$ cat src/rtl/phy_reset_power_pkg.sv
package phy_reset_power_pkg;

  typedef enum logic [1:0] {
    ST_HOLD = 2'd0,
    ST_SEQ  = 2'd1,
    ST_RUN  = 2'd2
  } pwrState_t;

  // strobes from control to datapath
  typedef struct packed {
    logic captureAddr;
    logic seqLoad;
    logic seqRun;
    logic holdNext;
  } ctrlStrobes_t;

endpackage

$ cat src/rtl/phy_reset_power_ctrl.sv
module phy_reset_power_ctrl
  import phy_reset_power_pkg::*;
(
  input  logic         clk,
  input  logic         porN,
  input  logic         rstPinN,
  input  logic         swResetWr,
  input  logic         seqDone,
  output ctrlStrobes_t strobes,
  output logic         coreRst,
  output logic         swResetBit
);

  pwrState_t stateQ, stateD;
  logic      pinLowQ;
  logic      swBitD;
  logic      holdCond;

  // pin counts as held on its second consecutive low sample
  assign holdCond = !rstPinN && (pinLowQ || stateQ == ST_HOLD);

  always_comb begin
    stateD              = stateQ;
    swBitD              = swResetBit;
    strobes.captureAddr = 1'b0;
    strobes.seqLoad     = 1'b0;
    strobes.seqRun      = (stateQ == ST_SEQ);
    strobes.holdNext    = holdCond;
    if (holdCond) begin
      stateD = ST_HOLD;
      swBitD = 1'b0;
    end else begin
      case (stateQ)
        ST_HOLD: begin
          stateD              = ST_SEQ;
          strobes.captureAddr = 1'b1;
          strobes.seqLoad     = 1'b1;
        end
        ST_RUN: begin
          if (swResetWr) begin
            stateD          = ST_SEQ;
            strobes.seqLoad = 1'b1;
            swBitD          = 1'b1;
          end
        end
        ST_SEQ: begin
          if (swResetWr) begin
            strobes.seqLoad = 1'b1;
            swBitD          = 1'b1;
          end else if (seqDone) begin
            stateD = ST_RUN;
            swBitD = 1'b0;
          end
        end
        default: stateD = ST_HOLD;
      endcase
    end
  end

  always_ff @(posedge clk or negedge porN) begin
    if (!porN) begin
      stateQ     <= ST_HOLD;
      pinLowQ    <= 1'b0;
      swResetBit <= 1'b0;
    end else begin
      stateQ     <= stateD;
      pinLowQ    <= !rstPinN;
      swResetBit <= swBitD;
    end
  end

  assign coreRst = (stateQ != ST_RUN);

endmodule

$ cat src/rtl/phy_reset_power_dp.sv
module phy_reset_power_dp
  import phy_reset_power_pkg::*;
#(
  parameter int ADDR_W     = 5,
  parameter int RST_CYCLES = 16
) (
  input  logic              clk,
  input  logic              porN,
  input  ctrlStrobes_t      strobes,
  input  logic              pwrDownBit,
  input  logic [ADDR_W-1:0] addrPins,
  output logic [ADDR_W-1:0] phyAddr,
  output logic              lowPower,
  output logic              latchClr,
  output logic              seqDone
);

  localparam int CNT_W = (RST_CYCLES > 2) ? $clog2(RST_CYCLES) : 1;
  localparam logic [CNT_W-1:0] LAST = CNT_W'(RST_CYCLES - 1);

  logic [CNT_W-1:0] seqCnt;
  logic             lowNext;

  assign lowNext = strobes.holdNext | pwrDownBit;
  assign seqDone = strobes.seqRun && (seqCnt == LAST);

  always_ff @(posedge clk or negedge porN) begin
    if (!porN) begin
      seqCnt   <= '0;
      phyAddr  <= '0;
      lowPower <= 1'b1;
      latchClr <= 1'b0;
    end else begin
      if (strobes.seqLoad)
        seqCnt <= '0;
      else if (strobes.seqRun && !seqDone)
        seqCnt <= seqCnt + 1'b1;
      if (strobes.captureAddr)
        phyAddr <= addrPins;
      lowPower <= lowNext;
      latchClr <= lowNext & ~lowPower;
    end
  end

endmodule

$ cat src/rtl/phy_reset_power.sv
module phy_reset_power
  import phy_reset_power_pkg::*;
#(
  parameter int ADDR_W     = 5,
  parameter int RST_CYCLES = 16
) (
  input  logic              clk,
  input  logic              porN,
  input  logic              rstPinN,
  input  logic              swResetWr,
  input  logic              pwrDownBit,
  input  logic [ADDR_W-1:0] addrPins,
  output logic              coreRst,
  output logic              lowPower,
  output logic              latchClr,
  output logic              swResetBit,
  output logic [ADDR_W-1:0] phyAddr
);

  ctrlStrobes_t strobes;
  logic         seqDone;

  phy_reset_power_ctrl u_ctrl (
    .clk        (clk),
    .porN       (porN),
    .rstPinN    (rstPinN),
    .swResetWr  (swResetWr),
    .seqDone    (seqDone),
    .strobes    (strobes),
    .coreRst    (coreRst),
    .swResetBit (swResetBit)
  );

  phy_reset_power_dp #(
    .ADDR_W     (ADDR_W),
    .RST_CYCLES (RST_CYCLES)
  ) u_dp (
    .clk        (clk),
    .porN       (porN),
    .strobes    (strobes),
    .pwrDownBit (pwrDownBit),
    .addrPins   (addrPins),
    .phyAddr    (phyAddr),
    .lowPower   (lowPower),
    .latchClr   (latchClr),
    .seqDone    (seqDone)
  );

endmodule

$ cat config.mk
export PLATFORM = sky130hd
export DESIGN_NAME = phy_reset_power
export DESIGN_NICKNAME = d
export VERILOG_FILES = /design/src/rtl/phy_reset_power_pkg.sv /design/src/rtl/phy_reset_power_ctrl.sv /design/src/rtl/phy_reset_power_dp.sv /design/src/rtl/phy_reset_power.sv
export SDC_FILE = /design/constraint.sdc
export NUM_CORES = 1
export LEC_CHECK = 0
export CORE_ASPECT_RATIO = 1.5
export CORE_MARGIN = 2
export CORE_UTILIZATION = 35
export DETAILED_ROUTE_END_ITERATION = 10
export DONT_BUFFER_PORTS = 1
export PLACE_DENSITY = 0.57
export SLEW_MARGIN = 30
export SYNTH_ARGS = -nofsm -noshare
export SYNTH_HDL_FRONTEND = slang
export SYNTH_HIERARCHICAL = 1
export SYNTH_SLANG_ARGS = --single-unit
$ cat constraint.sdc
create_clock -name clk -period 5.2 [get_ports clk]
set_input_delay 1.3 -clock clk [delete_from_list [all_inputs] [get_ports clk]]
set_output_delay 1.3 -clock clk [all_outputs]
set_load 0.02 [all_outputs]
==> flow_summary.ini <==
[status]
outcome = finished clean

[synthesis]
yosys-top-cells-area = sky130_fd_sc_hd__dfrtp_1 45%, sky130_fd_sc_hd__ha_1 7.9%, sky130_fd_sc_hd__mux2_2 7.2%, sky130_fd_sc_hd__mux2_4 3.8%, sky130_fd_sc_hd__dfstp_2 3.3%
synth_largest_area_cell = sky130_fd_sc_hd__dfrtp_1
synth_fp_nets = 82
synth_top_area_share_pct = 44.5
yosys_most_used_dff = sky130_fd_sc_hd__dfrtp_1
syn-cell-area_um2 = 787
avgSynthCellArea_um2 = 11.7
netlist_instances = 67
postSynthRegisterBits = 15
synthesis.yosys.warnings = 6
seq_total_area_yosys_pct = 47.9
number_of_enable_type_register_cells_in_the_synthesized_netlist = 0
yosysUniqueCellTypes = 28
netlist_top_cells_count = 14 x sky130_fd_sc_hd__dfrtp_1, 5 x sky130_fd_sc_hd__ha_1, 5 x sky130_fd_sc_hd__inv_1, 5 x sky130_fd_sc_hd__mux2_2, 5 x sky130_fd_sc_hd__nor3_1
yosysMostFrequentCell = sky130_fd_sc_hd__dfrtp_1
ffs_w_async_s_r_synth_pct = 100

[clocking]
path_clk_slew_ns = 0.08
cts.path.max_buffers = 2
clk_latency_ns = 0.27
tritoncts = done
cts_resized = 0
hold_buffers = 0
cts_max_level = 1
tritoncts.num_buffers = 3
clock_sink_count = 15
root_buf_cell = sky130_fd_sc_hd__clkbuf_4
setup_repair_bufs_after_cts = 0

[placed_design]
io_buffers = 0
dp_hpwl_um = 965
place.gp.congestion = 0.741

[die]
chipHeight_um = 62.1
horizontal_extent_of_the_die_um = 42.7
row_count = 21
starting_density_of_the_core_pct = 36.1
dieArea_um2 = 2650
core_area_um2 = 2180
top_level_ports = 19

[finish]
final.fill_count = 219
finish.net_count = 86
final_layout_size_suffix_gt1_share_pct = 24.3
synthToLayoutAreaGrowth_pct = 6.04
multiInputGateArea_um2 = 380
n_antenna_cell = 0
sequential_cell_area_um2 = 377

[critical_path]
worst_path_required_ns = 3.90
critical_path.reg2reg.endpoint = u_dp/seqCnt[0]
critical_path_peak_fanout = 6
critical_path.slowest_cell = sky130_fd_sc_hd__dfrtp_1
timing.critical_path.mode_cell = sky130_fd_sc_hd__inv_1
r2r_setup_slack_ns = 3.26
worst-setup-path-type = flop to output port
max_stage_delay_ns = 0.41
reg2reg_from = u_ctrl/stateQ[1]
start_kind = flop
arrival_ns = 1.22
endpoint_kind = output port
worst-r2r-cell-count = 6
chain_of_cells_forming_the_critical_path = inv_1, ha_1, inv_1

[power_and_ir_drop]
power.static_leakage_nw = 0.356
irDropWorstVdd_uv = 120
power_density_nw_per_um2 = 455
fin_total_pwr_mw = 0.380

[drt]
routed_vias_inst = 5.26
totalWireLength_mm = 1.25
remaining_drc_errors = 0
drt_iter0_drc = 3
vias = 489
post_drt_wl_per_cell_um = 13.4
postRouteAntennaNets = 0
firstDrtPassIters = 4

[sta]
max_clock_freq_mhz = 397
final.setup_skew_ns = 0.00488
rsz0062_at_grt = false
timing.final.crit_share_pct = 48.5
worst_pin_slew_ns = 0.558
slew_violations = 0
slew_headroom_pct = 62.5
report.final.setup_viol = 0
post-route-min-period_ns = 2.52
setup_total_negative_slack_ns = 0
final-hold-violation-count = 0

[hold_path]
hold_path_startpoint = u_dp/lowPower
hp-class = flop to flop
whs_path_depth = 1
worstHoldEndpoint = u_dp/latchClr

[grt]
grt_max_degree = 16
first_global_vias = 522
global_route.usage.total_pct = 11.0
grt-ovfl-total = 0
grt_antenna_before_repair = 0
first_pass_grt_wire_length_mm = 2.13

[run]
max-cap-violations = 0
registers in the layout (all words and copies together), names as in the netlist:
| signal | count |
|---|---|
| u_dp/phyAddr | 5 |
| u_dp/seqCnt | 4 |
| u_ctrl/stateQ | 2 |
| u_ctrl/pinLowQ | 1 |
| u_ctrl/swResetBit | 1 |
| u_dp/latchClr | 1 |
| u_dp/lowPower | 1 |
routing by layer:
metal / wire [um] / vias up / GRT usage (%)
met5: 0 / - / 0
met4: 12 / 0 / 7.59
met3: 94 / 2 / 3.18
met2: 588 / 20 / 17.5
met1: 552 / 232 / 12.8
li1: - / 235 / -
cell usage in the layout (no fill, tap or decap), types with 2 or more instances in the layout:
cell,synthesis,final
sky130_fd_sc_hd__dfrtp_1,14,14
sky130_fd_sc_hd__inv_1,5,5
sky130_fd_sc_hd__nor3_1,5,5
sky130_fd_sc_hd__ha_1,5,5
sky130_fd_sc_hd__mux2_2,5,5
sky130_fd_sc_hd__a21oi_1,4,4
sky130_fd_sc_hd__clkbuf_4,0,3
sky130_fd_sc_hd__nor2_1,3,3
sky130_fd_sc_hd__nand2b_1,3,3
sky130_fd_sc_hd__mux2_4,2,2
sky130_fd_sc_hd__nor2b_1,2,2
sky130_fd_sc_hd__and4_1,2,2
cells by family after synthesis:
| logic type | after synthesis | synth area share [%] |
|---|---|---|
| AO/OA/AOI/OAI | 9 | 10.0 |
| adder cells (fa/ha/maj) | 5 | 7.95 |
| buffers and inverters | 7 | 3.82 |
| flip-flops | 15 | 47.9 |
| multiplexers | 8 | 12.2 |
| AND/OR/NAND/NOR | 23 | 18.1 |
final cells by class:
cell class                 count  share of cell area (%)
clock buffer                   4                    3.15
tap                           23                    3.45
sequential                    15                    45.1
inverter                       6                    2.70
multi-input combinational     45                    45.6
stage by stage:
stage / hold WS (ns) / util (%) / area (um2) / cells / setup slack, ns
4_1_cts: 0.565 / 38.3 / 835 / 93 / 2.66
3_5_place_dp: 0.545 / 37.1 / 808 / 89 / 2.75
5_1_grt: 0.566 / 38.3 / 835 / 93 / 2.60
2_1_floorplan: 0.523 / - / 787 / 67 / 2.87
6_report: 0.555 / 38.3 / 835 / 93 / 2.68
3_3_place_gp: 0.537 / 37.1 / 808 / 89 / 2.79
critical path: cells and delay by family (launching register included):
family / cells / cell delay, ns
buf+inv: 2 / 0.27
flops: 1 / 0.41
fa+ha+maj: 1 / 0.27
worst max path at each step:
stage,start,slack [ns],end
floorplan,rstPinN,2.87,u_dp/seqCnt[0]
global placement,rstPinN,2.79,u_dp/seqCnt[0]
detailed placement,rstPinN,2.75,u_dp/seqCnt[0]
CTS,u_ctrl/stateQ[0],2.66,coreRst
global route,u_ctrl/stateQ[0],2.60,coreRst
finish,u_ctrl/stateQ[0],2.68,coreRst
where the power goes:
| part | internal, mW | switching (mW) |
|---|---|---|
| clock network | 0.0297 | 0.0327 |
| logic | 0.0639 | 0.0555 |
| registers | 0.149 | 0.0490 |
No activity file was read; power rests on OpenSTA's default activity.
